$ cat src/rtl/vmode_key_pkg.sv
package vmode_key_pkg;

   localparam int MODE_W = 2;

   typedef enum logic [MODE_W-1:0] {
      VM_LEGACY = 2'd0,
      VM_ENH    = 2'd1,
      VM_EXT    = 2'd2
   } vmode_e;

   typedef enum logic [1:0] {
      ARM_NONE = 2'd0,
      ARM_ENH  = 2'd1,
      ARM_EXT  = 2'd2
   } arm_e;

endpackage

$ cat src/rtl/vmode_key_detect.sv
module vmode_key_detect
   import vmode_key_pkg::*;
#(
   parameter int              DATA_W  = 8,
   parameter bit              EXT_EN  = 1'b1,
   parameter logic [DATA_W-1:0] ENH_K0 = 8'hA5,
   parameter logic [DATA_W-1:0] ENH_K1 = 8'h96,
   parameter logic [DATA_W-1:0] EXT_K0 = 8'h47,
   parameter logic [DATA_W-1:0] EXT_K1 = 8'h53
) (
   input  logic              clk,
   input  logic              rst_n,
   input  logic              wr_en,
   input  logic [DATA_W-1:0] wr_data,
   output logic              hit_enh,
   output logic              hit_ext
);

   arm_e arm_q, arm_d;
   logic open_ext, close_ext;

   // the extended pair exists only when the option is on
   generate
      if (EXT_EN) begin : g_ext
         assign open_ext  = (wr_data == EXT_K0);
         assign close_ext = (arm_q == ARM_EXT) && (wr_data == EXT_K1);
      end else begin : g_no_ext
         assign open_ext  = 1'b0;
         assign close_ext = 1'b0;
      end
   endgenerate

   always_comb begin
      arm_d   = arm_q;
      hit_enh = 1'b0;
      hit_ext = 1'b0;
      if (wr_en) begin
         hit_enh = (arm_q == ARM_ENH) && (wr_data == ENH_K1);
         hit_ext = close_ext;
         if (wr_data == ENH_K0)
            arm_d = ARM_ENH;
         else if (open_ext)
            arm_d = ARM_EXT;
         else
            arm_d = ARM_NONE;
      end
   end

   always_ff @(posedge clk or negedge rst_n) begin
      if (!rst_n)
         arm_q <= ARM_NONE;
      else
         arm_q <= arm_d;
   end

endmodule

$ cat src/rtl/vmode_mode_reg.sv
module vmode_mode_reg
   import vmode_key_pkg::*;
(
   input  logic              clk,
   input  logic              rst_n,
   input  logic              wr_en,
   input  logic              hit_enh,
   input  logic              hit_ext,
   output logic [MODE_W-1:0] mode,
   output logic              mode_chg
);

   vmode_e mode_q, mode_d;
   logic   chg_q;

   always_comb begin
      mode_d = mode_q;
      if (wr_en) begin
         if (hit_enh)
            mode_d = VM_ENH;
         else if (hit_ext)
            mode_d = VM_EXT;
         else
            mode_d = VM_LEGACY;
      end
   end

   always_ff @(posedge clk or negedge rst_n) begin
      if (!rst_n) begin
         mode_q <= VM_LEGACY;
         chg_q  <= 1'b0;
      end else begin
         mode_q <= mode_d;
         chg_q  <= (mode_d != mode_q);
      end
   end

   assign mode     = mode_q;
   assign mode_chg = chg_q;

endmodule

$ cat src/rtl/vmode_key_seq.sv
module vmode_key_seq
   import vmode_key_pkg::*;
#(
   parameter int              DATA_W  = 8,
   parameter bit              EXT_EN  = 1'b1,
   parameter logic [DATA_W-1:0] ENH_K0 = 8'hA5,
   parameter logic [DATA_W-1:0] ENH_K1 = 8'h96,
   parameter logic [DATA_W-1:0] EXT_K0 = 8'h47,
   parameter logic [DATA_W-1:0] EXT_K1 = 8'h53
) (
   input  logic              clk,
   input  logic              rst_n,
   input  logic              wr_en,
   input  logic [DATA_W-1:0] wr_data,
   output logic [1:0]        mode,
   output logic              mode_chg
);

   // elaboration-time parameter checks
   generate
      if (DATA_W < 1) begin : g_bad_width
         $error("vmode_key_seq: DATA_W must be at least 1");
      end
      if (ENH_K0 == ENH_K1) begin : g_bad_enh
         $error("vmode_key_seq: enhanced opening and closing bytes must differ");
      end
      if (EXT_EN && (EXT_K0 == EXT_K1 || EXT_K0 == ENH_K0 || EXT_K0 == ENH_K1 ||
                     EXT_K1 == ENH_K0)) begin : g_bad_ext
         $error("vmode_key_seq: extended key bytes clash with other key bytes");
      end
   endgenerate

   logic hit_enh, hit_ext;

   vmode_key_detect #(
      .DATA_W (DATA_W),
      .EXT_EN (EXT_EN),
      .ENH_K0 (ENH_K0),
      .ENH_K1 (ENH_K1),
      .EXT_K0 (EXT_K0),
      .EXT_K1 (EXT_K1)
   ) u_detect (
      .clk     (clk),
      .rst_n   (rst_n),
      .wr_en   (wr_en),
      .wr_data (wr_data),
      .hit_enh (hit_enh),
      .hit_ext (hit_ext)
   );

   vmode_mode_reg u_mode (
      .clk      (clk),
      .rst_n    (rst_n),
      .wr_en    (wr_en),
      .hit_enh  (hit_enh),
      .hit_ext  (hit_ext),
      .mode     (mode),
      .mode_chg (mode_chg)
   );

endmodule

$ cat config.mk
export PLATFORM = sky130hd
export DESIGN_NAME = vmode_key_seq
export DESIGN_NICKNAME = d
export VERILOG_FILES = /design/src/rtl/vmode_key_pkg.sv /design/src/rtl/vmode_key_detect.sv /design/src/rtl/vmode_mode_reg.sv /design/src/rtl/vmode_key_seq.sv
export SDC_FILE = /design/constraint.sdc
export NUM_CORES = 1
export LEC_CHECK = 0
export ABC_AREA = 1
export BUFFER_PORTS_ARGS = -buffer_cell sky130_fd_sc_hd__buf_2
export CORE_AREA = 10 10 47 49
export CTS_CLUSTER_SIZE = 14
export DETAILED_ROUTE_END_ITERATION = 16
export DIE_AREA = 0 0 57 59
export PLACE_DENSITY_LB_ADDON = 0.05
export SLEW_MARGIN = 20
export SYNTH_ARGS = -nofsm -noshare
export SYNTH_HDL_FRONTEND = slang
export SYNTH_SLANG_ARGS = --single-unit
$ cat constraint.sdc
create_clock -name clk -period 1.6 [get_ports clk]
set_input_delay 0.16 -clock clk [delete_from_list [all_inputs] [get_ports clk]]
set_output_delay 0.16 -clock clk [all_outputs]
set_load 0.01 [all_outputs]
After elaboration in Yosys (flattened, before gate mapping)
Index checks and enable logic that the tools add are counted.
- eq/ne operators: 7
- mux-type cells: 7
- reductions and logical operators: 2
- operators by type and width (operator ; number):
    equality test 8 x 7 -> 1 bit (second input constant) ; 2
    equality test 8 bit (second input constant) ; 2
    two-way mux 2 bit ; 5
    equality test 2 x 1 -> 1 bit (second input constant) ; 1
    equality test 2 bit (second input constant) ; 1
    logical AND 1 bit ; 2
    two-way mux 1 bit ; 2
    != test 2 bit ; 1
- register bits: 5
- output and inout bits: 3
- word-level logic and storage cells: 19

Depth between registers and ports, before layout
Gate-level depths: netlist of the first run.
- word-level depth: 7
- mapped depth: 8
- mapped depth without buffers: 8

Cells and area by module
From an unflattened synthesis of the first run, not the netlist that was laid out.
- cells, all modules: 56
- area total of the unflattened synthesis: 350.3 µm²
- modules (own cells, without submodules) (module ; times used ; cells an instance ; area an instance (µm²)):
    vmode_key_detect ; 1 ; 38 ; 206.4
    vmode_mode_reg ; 1 ; 18 ; 143.9

Worst setup path before layout of the first run
Ideal clock, no wire load.
- path kind: reg-to-reg
- start: register u_detect.arm_q[1]
- end: register u_mode.chg_q (netlist: u_mode.mode_chg)
- arrival time: 0.816 ns
- required time: 1.484 ns
- setup slack: 0.668 ns
- cell stages (with the launch flop): 9
- period minus slack after synthesis: 0.932 ns
- cell sequence: dfrtp_1 -> inv_1 -> nand2_1 -> nor2_1 -> nand3_1 -> nand3_1 -> nand2_1 -> inv_1 -> nand2_1
- cells in the longest elaborated chain, start to end: 7
- elaborated cells between the ends (all ways): 10
- those cells by class: 3 x eq/ne; 5 x mux; 2 x reduce/logical
- RTL lines (what ; RTL line ; RTL):
    start, declared ; vmode_key_detect.sv:19 ; arm_e arm_q, arm_d;
    start signal, assigned ; vmode_key_detect.sv:53 ; arm_q <= arm_d;
    equality test 2 bit ; vmode_key_detect.sv:26 ; assign close_ext = (arm_q == ARM_EXT) && (wr_data == EXT_K1);
    logical AND 1 bit ; vmode_key_detect.sv:26 ;
    two-way mux 1 bit ; vmode_key_detect.sv:37 ; if (wr_en) begin
    two-way mux 2 bit ; vmode_mode_reg.sv:21 ; else if (hit_ext)
    two-way mux 2 bit * ; vmode_mode_reg.sv:19 ; if (hit_enh)
    two-way mux 2 bit * ; vmode_mode_reg.sv:18 ; if (wr_en) begin
    != test 2 bit * ; vmode_mode_reg.sv:34 ; chg_q <= (mode_d != mode_q);
    end signal, assigned ; vmode_mode_reg.sv:34 ;
    end, declared ; vmode_mode_reg.sv:14 ; logic chg_q;
Every way passes the cells marked *; elsewhere a longest branch is shown, timed or not.
A chain may end at the register's enable or synchronous reset.

Final worst setup path of the first run
Ends and elaborated chain as after synthesis.

==> reports/summary.md, run 1 <==
The count of nets left with antenna violations once routing finished came out at 0. In the final timing run, aggregate negative setup slack is 0 ps. The worst path uses 65.32% of the clock period. Yosys attributes the largest share of cell area to sky130_fd_sc_hd__dfrtp_1 35%, sky130_fd_sc_hd__nand2_1 16%, sky130_fd_sc_hd__inv_1 14%.

The number of different library cells used by synthesis comes to 14. The core region is 0.001401 mm². The count of instances resized after the clock tree is built was 0; the sequential group share of total power was 41.4%.

Diode insertion count for antenna repair: 0. Walking the worst path, the cells encountered are inv_1 -> nand2_1 -> nor2_1 -> nand3_1 -> nand3_1 -> nand2_1 -> inv_1 -> nand2_1. After the first detailed-routing iteration, the DRC count stood at 2.

The tools report the number of nets in the finished design as 84. In the routed layout, each cell is associated on average with a via count of 4.136. The power per cell area came out at 648.1 mW/mm².

After clock tree synthesis, the clock-pin slew on the worst setup and hold paths is 40 ps. Along the worst path, the maximum fanout reaches 3. The depth of the CTS H-tree was 1; the number of buffers between clock root and the deepest sink was 2.

The run finished with clean final reports. Headroom to the max-slew limit came out at 85.96%. The net count after synthesis was 65; the number of setup violations in the final report was 0. Once the floorplan was initialized, standard cells occupied 25.18% of the core. Endpoint kind of the worst setup timing path: a flip-flop.

The worst path in the final design needs a cycle of 1045 ps, including I/O delays and setup. Global routing used 5.686% of the available tracks. The tools report the post-placement cell count as 83.

The hold path endpoint is u_mode.mode[1]$_DFF_PN0_. Once placement finished, the instance area stood at 437.9 µm². Input and output buffers added on the ports amount to 13. At the end of routability-driven placement, the weighted congestion stood at 0.6620.

The internal power component was 238.0 µW. In this design, the stage delay of the slowest critical-path cell is 390 ps. In this run the biggest area consumer among cell types represents 35.46% of the synthesized area. The worst setup path category is reg -> reg. The most numerous cell in the Yosys netlist is sky130_fd_sc_hd__nand2_1.

The root buffer cell chosen for the clock tree is sky130_fd_sc_hd__clkbuf_4. Compared with the post-synthesis result, the final layout area differs by 34.40%. Setup repair after global routing left no endpoint under its margin. The largest total area in the synthesized netlist belongs to sky130_fd_sc_hd__dfrtp_1. The total of flip-flops plus latches after synthesis is 5.

The most used flip-flop cell after synthesis is sky130_fd_sc_hd__dfrtp_1. The routed design has 870 µm of wire. Counting instances in the post-synthesis netlist gives the leading cell types as 15 x sky130_fd_sc_hd__nand2_1, 13 x sky130_fd_sc_hd__inv_1, 5 x sky130_fd_sc_hd__dfrtp_1, 5 x sky130_fd_sc_hd__nor2_1, 3 x sky130_fd_sc_hd__nand3_1. At the placement stage, the worst setup path has a slack of 540.5 ps. The slew at the pin with the worst max-slew slack was 209.8 ps. The slowest stage of the critical path is the sky130_fd_sc_hd__dfrtp_1 cell. The average instance in the mapped netlist occupies 6.534 µm². With fillers left out, the area of the finished cells amounts to 474.2 µm². The worst register-to-register path begins at u_detect.arm_q[1]$_DFFE_PN0P_. The final critical-path setup slack was 554.8 ps; the vias after detailed routing was 364. The worst hold path class is in -> reg.

The max-cap violation count is 0. Data on the critical path is required at its endpoint by 1730 ps. The worst hold path begins at wr_data[2]. Switching portion of total power: 22.57%. For flop-to-flop paths, the worst setup slack is 550 ps.

The number of antenna violations at the first check in global routing was 0. The worst-case IR drop observed on VDD is 0.2773 mV. The tree built by TritonCTS fans out to 5 sinks. STA puts the critical path data arrival time at 1170 ps. End of the worst register-to-register path: u_mode.mode_chg$_DFF_PN0_. The worst hold path cell count came out at 4.

Global routing finished with a remaining overflow of 0. Per report_power, the clock group accounts for 45.3% of the total. Yosys mapped a number of flops with a built-in enable equal to 0. The first global-routing pass estimated 1.504 mm of wire. After the flow finishes, the layout carries non-filler instances totaling 88. Pin placement for this block handled 14 I/O pins.

The via count of the first global-routing pass came out at 382. The die extent in y came out at 59 µm. After detailed routing, the number of remaining DRC violations is 0. After floorplanning, the core was divided into 14 placement rows.

The filler cells instantiated in the layout total 188. The cell count after synthesis was 54. The highest clock rate was 0.9568 GHz. The mapped netlist covers 352.8 µm². The analysis attributes to cell leakage a power of 0.2728 nW.

The proportion of synthesized chip area in sequential cells is 35.46%, and the number of optimization iterations in the first detailed-route pass is 2. The cell that appears most often on the critical path is sky130_fd_sc_hd__nand2_1. The die covers 0.003363 mm². Between clock sinks in the finished design, the worst skew comes to 2.734 ps. The count of yosys warnings during synthesis came out at 0. Total clock buffers created by CTS: 3. Detailed placement finished with a half-perimeter wire length of 771.8 µm. The insertion delay of the later-clocked pin in the worst-skew pair was 230 ps; the number of failing hold endpoints at the final stage was 0.

The analysis attributes to net switching a power of 69.36 µW. The pin count of the biggest net entering global routing was 9. The combinational share of power was 13.2%; the share of synthesized registers carrying an async set or reset was 100.0%. The count of pins over their slew limit came out at 0. In the final routed layout, each cell accounts on average for 9.886 µm. The post-route netlist has 30.56% of its cells at a drive strength greater than 1.

The worst setup path is launched from a flip-flop. From left edge to right edge, the die measures 57 µm. TritonCTS built the clock tree. The worst register-to-register path has a depth of 8.
-- layout make-up --
type / count / area, µm² / share of cell area [%]
Multi-Input combinational cell: 36 / 178.9 / 37.73
Sequential cell: 5 / 125.1 / 26.39
Timing Repair Buffer: 14 / 75.07 / 15.83
Inverter: 13 / 48.80 / 10.29
Clock buffer: 4 / 26.28 / 5.541
Tap cell: 16 / 20.02 / 4.222
-- worst max-delay path, delay by kind of cell, from the launching register on --
family | cells | cell delay [ps]
flops | 1 | 390
buf+inv | 2 | 130
simple gates | 6 | 420
-- flip-flops by register name, indices dropped and copies added, names as in the netlist --
| signal | cells |
|---|---|
| u_mode.mode_chg | 1 |
| u_detect.arm_q | 2 |
| u_mode.mode | 2 |
-- metal layers --
layer	GRT usage, %	part of all wire, %	routed length (µm)
met1	6.130	47	405
met2	8.682	46	400
met3	1.931	6.1	53
met4	5.034	1.1	10
met5	0	0	0
-- through the flow --
stage | utilization [%] | hold WS [ps] | power, mW
final | 33.84 | 223.8 | 0.3073
after global routing | 33.84 | 227.6 | 0.3288
after CTS | 33.84 | 218.2 | 0.3179
after detailed placement | 31.25 | -18.36 | 0.1687
after global placement | 31.25 | -17.40 | 0.1688
after floorplan | - | -135.6 | 0.1456
-- cell usage in the layout (no fill, tap or decap), types with 2 or more instances in the layout --
master / instances
sky130_fd_sc_hd__buf_2: 13
sky130_fd_sc_hd__clkbuf_4: 3
sky130_fd_sc_hd__dfrtp_1: 5
sky130_fd_sc_hd__inv_1: 13
sky130_fd_sc_hd__nand2_1: 15
sky130_fd_sc_hd__nand2_2: 2
sky130_fd_sc_hd__nand3_1: 3
sky130_fd_sc_hd__nand4_1: 2
sky130_fd_sc_hd__nor2_1: 5
sky130_fd_sc_hd__nor3_1: 2
sky130_fd_sc_hd__o21ai_0: 2
-- worst max-delay path by stage --
| stage | start | to | slack, ps | cells past startpoint |
|---|---|---|---|---|
| floorplan | u_detect.arm_q[1]$_DFFE_PN0P_ | u_mode.mode_chg$_DFF_PN0_ | 670 | 8 |
| global placement | wr_data[3] | u_mode.mode_chg$_DFF_PN0_ | 540 | 9 |
| detailed placement | wr_data[3] | u_mode.mode_chg$_DFF_PN0_ | 540 | 9 |
| CTS | u_detect.arm_q[1]$_DFFE_PN0P_ | u_mode.mode_chg$_DFF_PN0_ | 540 | 8 |
| global route | u_detect.arm_q[1]$_DFFE_PN0P_ | u_mode.mode_chg$_DFF_PN0_ | 440 | 8 |
| finish | u_detect.arm_q[1]$_DFFE_PN0P_ | u_mode.mode_chg$_DFF_PN0_ | 550 | 8 |
-- power by group through the flow --
stage                     registers [mW]  clock network (mW)  logic [mW]
final                              0.127               0.139      0.0406
after global routing               0.127               0.155      0.0464
after CTS                          0.127               0.149      0.0416
after detailed placement           0.129                   0      0.0396
after global placement             0.129                   0      0.0397
after floorplan                    0.129                   0      0.0165
-- cells by family (layout without fill, tap and decap cells) --
kind of cell | count (synthesis) | after routing | synth area share (%)
buffers and inverters | 13 | 31 | 13.83
flip-flops | 5 | 5 | 35.46
AO/OA/AOI/OAI | 3 | 3 | 4.254
AND/OR/NAND/NOR | 33 | 33 | 46.45
-- timing repair --
action	CTS	global route
buffers inserted	0	0
hold buffers	1	0
endpoints found under the hold margin	5	0
Note: power is estimated with default switching activity, not from simulation.
==> inputs of run 2 (changes only) <==
Clock period 1.6 ns to 1.1 ns, I/O delays scaled along.
==> reports/summary.md, run 2 (same netlist as run 1, synthesis figures left out) <==
The run gives 0 as the count of pins over their slew limit. The power per cell area came out at 947.5 mW/mm². The count of buffers inserted at the top-level ports was 13. The clock net in this run drives a total of 5 sinks. The total negative slack is 0 ps.

The most used cell along the critical path was sky130_fd_sc_hd__nand2_1. The switching portion of total power is 22.93%. The largest individual stage delay along the critical path comes from the cell sky130_fd_sc_hd__dfrtp_1. The run gives 0 as the number of antenna violations at the first check in global routing.

The run gives 9 as the pin count of the biggest net entering global routing. The count of placed standard cells in the final layout, fillers left out was 88; the delay of the slowest cell on the worst path was 400 ps. The kind of cell with the highest combined delay along the critical path is simple AND/OR/NAND/NOR gates. Clock power share: 45.6%. The logs give 0.2732 nW for the static leakage power and 874 µm for the total wire length after detailed routing. The sequential group share of total power is 41.2%, and the via count of the first global-routing pass is 353. For the worst setup path, the data required time is 1230 ps. The pre-CTS setup slack was 58.82 ps; the number of placed I/O pins was 14. The tools report the depth of the CTS H-tree as 1.

The global router's overall resource usage is 5.474%, and the total clock buffers created by CTS is 3. The clock edge transition at the registers on the reported setup and hold paths was 40 ps. The largest voltage drop on the vdd net was 0.4559 mV; the synthesis-to-finish area growth was 34.40%. At the later pin of the worst-skew pair, clock insertion delay measures 240 ps. The most frequent standard cell in the layout excluding fill and tap cells was sky130_fd_sc_hd__nand2_1. The average wire per standard cell works out to 9.932 µm. For this run, the detailed router's first-pass iteration total came to 4. The diode insertion count for antenna repair is 0, and the DRC violation count after routing is 0. The portion of the clock cycle consumed by the worst path in the final layout came out at 93.31%.

Leaving out fill and tap cells, the most frequent cells in the layout are 15 x sky130_fd_sc_hd__nand2_1, 13 x sky130_fd_sc_hd__buf_2, 12 x sky130_fd_sc_hd__inv_1, 5 x sky130_fd_sc_hd__nor2_1, 5 x sky130_fd_sc_hd__dfrtp_1. Traced cell by cell, the critical path runs through inv_2 -> nand2_1 -> nor2_1 -> nand3_1 -> nand3_1 -> nand2_1 -> inv_1 -> nand2_1. The tools report the launching element type of the critical path as a flip-flop. The tools report the global-route wire length before repair as 1.442 mm. Summed over all layers, the global routing overflow is 0. On the final layout, the worst clock skew is 1.598 ps.

The tools report the endpoint kind of the worst setup timing path as a flip-flop. The core area was 0.001401 mm²; the chip width was 57 µm. Max-cap violations in this run came to 0. Data arrives at the worst endpoint at 1150 ps. Setup violations remaining at the end of the flow were counted as 0. Of all nets on the critical path, the largest fanout is 3. The worst hold path class is in -> reg.

The tools report the count of standard-cell rows as 14. The run finished with clean final reports. Summed over all nets, the switching power comes to 103.0 µW. For this run, the top clock speed supported by timing is 0.9743 GHz.

Detailed routing inserted a total of 360 vias. Measured against its own limit, the worst slew margin works out to 86.16%. After layout, the design draws a total of 449.3 µW. The tree is rooted in a sky130_fd_sc_hd__clkbuf_4. Routability-driven placement finished with a final weighted congestion of 0.6735. The critical path in this run is classified as reg -> reg. The wire-length estimate of the detail-placed layout is 750.1 µm.

The total die area is 0.003363 mm². Including well taps, the total number of placed cells is 83. The die extent in y came out at 59 µm.

After the first detailed-routing iteration, the DRC count stood at 11. At the end of the flow, the number of nets in the layout was 84. TritonCTS built the clock tree. The number of buffers and inverters on the critical path is 2. The tools report the final critical-path setup slack as 73.61 ps. Using the TritonRoute via totals, the vias-per-cell ratio works out to 4.091. The smallest clock period supported by the final layout is computed as 1026 ps. The logs give 13.1% for the combinational share of power and 175 for the count of filler cells inserted in the layout. The share of cells above drive strength 1 was 31.94%; the slew at the pin with the worst max-slew slack was 206.8 ps. Setup repair after global routing could not meet its margin everywhere. The logs give 0 for the number of failing hold endpoints at the final stage and 2 for the number of buffers between clock root and the deepest sink. The internal portion of the total power is 346.3 µW. The initial standard-cell utilization of the core came out at 25.18%. The tools report the post-detailed-route count of antenna-violating nets as 0.
-- run 2: final timing paths --
kind                                                from                       endpoint  slack, ps  cells past startpoint
setup / recovery           u_detect.arm_q[1]$_DFFE_PN0P_      u_mode.mode_chg$_DFF_PN0_         70                      8
hold / removal                                wr_data[2]       u_mode.mode[1]$_DFF_PN0_        170                      4
setup reg to reg           u_detect.arm_q[1]$_DFFE_PN0P_      u_mode.mode_chg$_DFF_PN0_         70                      8
hold reg to reg                 u_mode.mode[0]$_DFF_PN0_       u_mode.mode[0]$_DFF_PN0_        540                      2
max in group asynchronous                          rst_n  u_detect.arm_q[1]$_DFFE_PN0P_        750                      2
min in group asynchronous                          rst_n      u_mode.mode_chg$_DFF_PN0_        220                      2
-- run 2: stage by stage --
step | area, µm² | util, % | hold slack (ps)
floorplan | 352.8 | - | -185.6
global placement | 437.9 | 31.25 | -62.55
detailed placement | 437.9 | 31.25 | -68.04
CTS | 474.2 | 33.84 | 168.1
global route | 474.2 | 33.84 | 175.8
finish | 474.2 | 33.84 | 174.3
-- run 2: what timing repair did --
action                                  4_1_cts  5_1_grt
hold buffers                                  1        0
hold endpoints to repair                      5        0
endpoints found under the setup margin        0        1
resized for setup                             0        1
setup buffers                                 0        0
-- run 2: routing by layer --
layer	up-vias	track usage (%)	wire, µm
met5	-	0	0
met4	0	5.034	10
li1	200	-	-
met1	148	6.024	366
met3	2	2.790	105
met2	10	7.442	391
-- run 2: layout make-up --
cell class	count	area (µm²)	area share, %
Sequential cell	5	125.1	26.39
Clock buffer	4	26.28	5.541
Tap cell	16	20.02	4.222
Inverter	13	48.80	10.29
Multi-Input combinational cell	36	178.9	37.73
Timing Repair Buffer	14	75.07	15.83
-- run 2: power by group through the flow --
stage | registers (mW) | logic [mW] | clock network [mW]
6_report | 0.185 | 0.0591 | 0.205
3_5_place_dp | 0.188 | 0.0575 | 0
3_3_place_gp | 0.188 | 0.0581 | 0
4_1_cts | 0.185 | 0.0603 | 0.219
2_1_floorplan | 0.188 | 0.0240 | 0
5_1_grt | 0.185 | 0.0675 | 0.237
-- run 2: tightest hold or removal path: cells and delay by family --
kind / cells / cell delay, ps
AND/OR/NAND/NOR: 3 / 170
buffers and inverters: 1 / 80
==> inputs of run 3 (changes only) <==
Settings changed: BUFFER_PORTS_ARGS -buffer_cell sky130_fd_sc_hd__buf_2 to not set, DONT_BUFFER_PORTS set to 1.
==> reports/summary.md, run 3 (same netlist as run 1, synthesis figures left out) <==
The flow ran to the end, and the final reports show no timing, DRC or antenna violations. Clock latency on the worst-skew pair, taken at its later pin, is 240 ps. The layer flagged by global routing as most heavily used is met2.

The depth of the CTS H-tree is 1. At the pin with the least slew margin, the transition time is 242.2 ps. After the first detailed-routing iteration, the DRC count stood at 5. CTS placed an instance of sky130_fd_sc_hd__clkbuf_4 at the clock tree root.

Max-cap violations in this run came to 0. The worst setup path is captured at a flip-flop. The core area is 0.001401 mm², and the overall power of the completed layout is 436.3 µW. The share of cells above drive strength 1 was 14.75%; the number of failing hold endpoints at the final stage was 0. The mean number of vias per cell is 4.273, and the number of buffers between clock root and the deepest sink is 2. For the global-route wire length before repair, the log shows 1.552 mm.

The worst setup path is of the reg -> reg kind. The portion of the clock cycle consumed by the worst path in the final layout works out to 94.41%. Derived from the worst setup path, the maximum achievable clock frequency is 0.9629 GHz. The pre-antenna-repair detailed-routing pass consisted of 4 iterations. The die is 57 µm wide. For this run, global-route usage on met3 was measured as 4.721%. The worst setup path is launched from a flip-flop. The final layout contains 73 nets. Global routing used 9.147% of the available met2 tracks. Dividing the detail-routed wire length by the instance count gives 12.16 µm. For the finished layout, the period the worst path requires is 1038 ps. The post-placement cell count was 70. After layout, the worst setup slack is 61.51 ps.

The worst pin sits at a relative slew slack of 83.80%. At the placement stage, the worst setup path has a slack of 43.55 ps. The count of pins over their slew limit came out at 0. Setup repair after global routing could not meet its margin everywhere. Data on the critical path arrives at its endpoint at 1170 ps. Excluding fillers, the count of instances in the completed layout stands at 77.

The TritonCTS sink count is 5, and the synthesis-to-finish area growth is 21.63%. Number of antenna violations at the first check in global routing: 0. Diode insertion count for antenna repair: 0. The weighted congestion reported at the end of routability-driven placement is 0.6596, and the count of buffers inserted at the top-level ports is 0. The run gives 2.275 ps as the final clock skew. For met1 alone, demand over resource in global routing was 5.516%. The total clock buffers created by CTS is 3, and the clock edge transition at the registers on the reported setup and hold paths is 40 ps. The die extent in y works out to 59 µm.

The run gives 14 as the count of standard-cell rows. The tools report the HPWL after detailed placement as 765.8 µm. TritonCTS built the clock tree. For this block, the routed nets add up to 936 µm of wire. Across the VDD grid, the largest voltage drop is 0.4973 mV. In the layout the commonest cells are 15 x sky130_fd_sc_hd__nand2_1, 13 x sky130_fd_sc_hd__inv_1, 5 x sky130_fd_sc_hd__nor2_1, 5 x sky130_fd_sc_hd__dfrtp_1. The worst hold path class is in -> reg.

The number of setup violations in the final report was 0; the pin count of the biggest net entering global routing was 9. Data on the critical path is required at its endpoint by 1230 ps. For this design the top-level I/O count stands at 14.

The vias after detailed routing was 329. The library cell used most frequently in the layout, excluding fill and tap cells, is sky130_fd_sc_hd__nand2_1. After global routing the overflow that remains totals 0.

The initial standard-cell utilization of the core was 25.18%; the maximum fanout along the worst path was 3. Post-CTS repair changed the size of 0 cells. Summed over all cells, the static leakage comes to 0.2250 nW. In this run the remaining antenna-violating nets after routing total 0. Global router's overall resource usage: 6.158%. The die covers 0.003363 mm². The logs give 0 for the DRC violation count after routing and 355 for the via count of the first global-routing pass. The power per cell area was 1017 mW/mm².
==> run 3: cell types whose count changed in the layout (fill, tap and decap cells not counted), sizes merged <==
cell and delta:
buf -13, dlygate4sd3 +2
==> run 3: worst paths after layout <==
check,start,to,slack (ps),cells past startpoint
worst max-delay path,u_detect.arm_q[1]$_DFFE_PN0P_,u_mode.mode_chg$_DFF_PN0_,60,8
max in group asynchronous,rst_n,u_mode.mode[1]$_DFF_PN0_,740,1
worst min-delay path,wr_data[0],u_detect.arm_q[0]$_DFFE_PN0P_,50,2
min in group asynchronous,rst_n,u_mode.mode_chg$_DFF_PN0_,170,1
worst max register to register,u_detect.arm_q[1]$_DFFE_PN0P_,u_mode.mode_chg$_DFF_PN0_,60,8
worst min register to register,u_detect.arm_q[0]$_DFFE_PN0P_,u_detect.arm_q[0]$_DFFE_PN0P_,560,2
==> run 3: routing by layer <==
metal | wire length, µm | vias up
li1 | - | 175
met1 | 346 | 145
met2 | 471 | 9
met3 | 119 | 0
met4 | 0 | 0
met5 | 0 | -
==> run 3: timing repair <==
action	in CTS	in global routing
setup endpoints to repair	0	1
buffers inserted	0	0
hold buffers	2	1
hold endpoints to repair	6	1
==> run 3: power by group <==
group,internal (mW),total [mW],switching (mW)
logic,0.0175,0.0394,0.0220
registers,0.185,0.185,0.000176
clock network,0.137,0.212,0.0747
total,0.339,0.436,0.0968
==> run 3: through the flow <==
step	hold WS [ps]	utilization, %	cell area [µm²]	setup TNS (ps)
2_1_floorplan	-185.6	-	352.8	0
3_3_place_gp	-185.4	26.61	372.9	0
3_5_place_dp	-185.4	26.61	372.9	0
4_1_cts	1.709	29.91	419.2	0
5_1_grt	64.05	30.63	429.2	-44.04
6_report	54.53	30.63	429.2	0
==> run 3: final cells by class <==
cell class | instances | area (µm²)
clock buffer | 4 | 26.28
fill | 168 | 972.2
inverter | 13 | 48.80
multi-input combinational | 36 | 178.9
sequential | 5 | 125.1
tap | 16 | 20.02
timing repair buffer | 3 | 30.03
==> run 3: worst max-delay path, cell delays in order (launching register included) <==
cell and delay [ps]:
sky130_fd_sc_hd__dfrtp_1 380, sky130_fd_sc_hd__inv_1 70, sky130_fd_sc_hd__nand2_1 50, sky130_fd_sc_hd__nor2_1 90, sky130_fd_sc_hd__nand3_1 100, sky130_fd_sc_hd__nand3_1 90, sky130_fd_sc_hd__nand2_1 60, sky130_fd_sc_hd__inv_1 50
sky130_fd_sc_hd__nand2_1 40
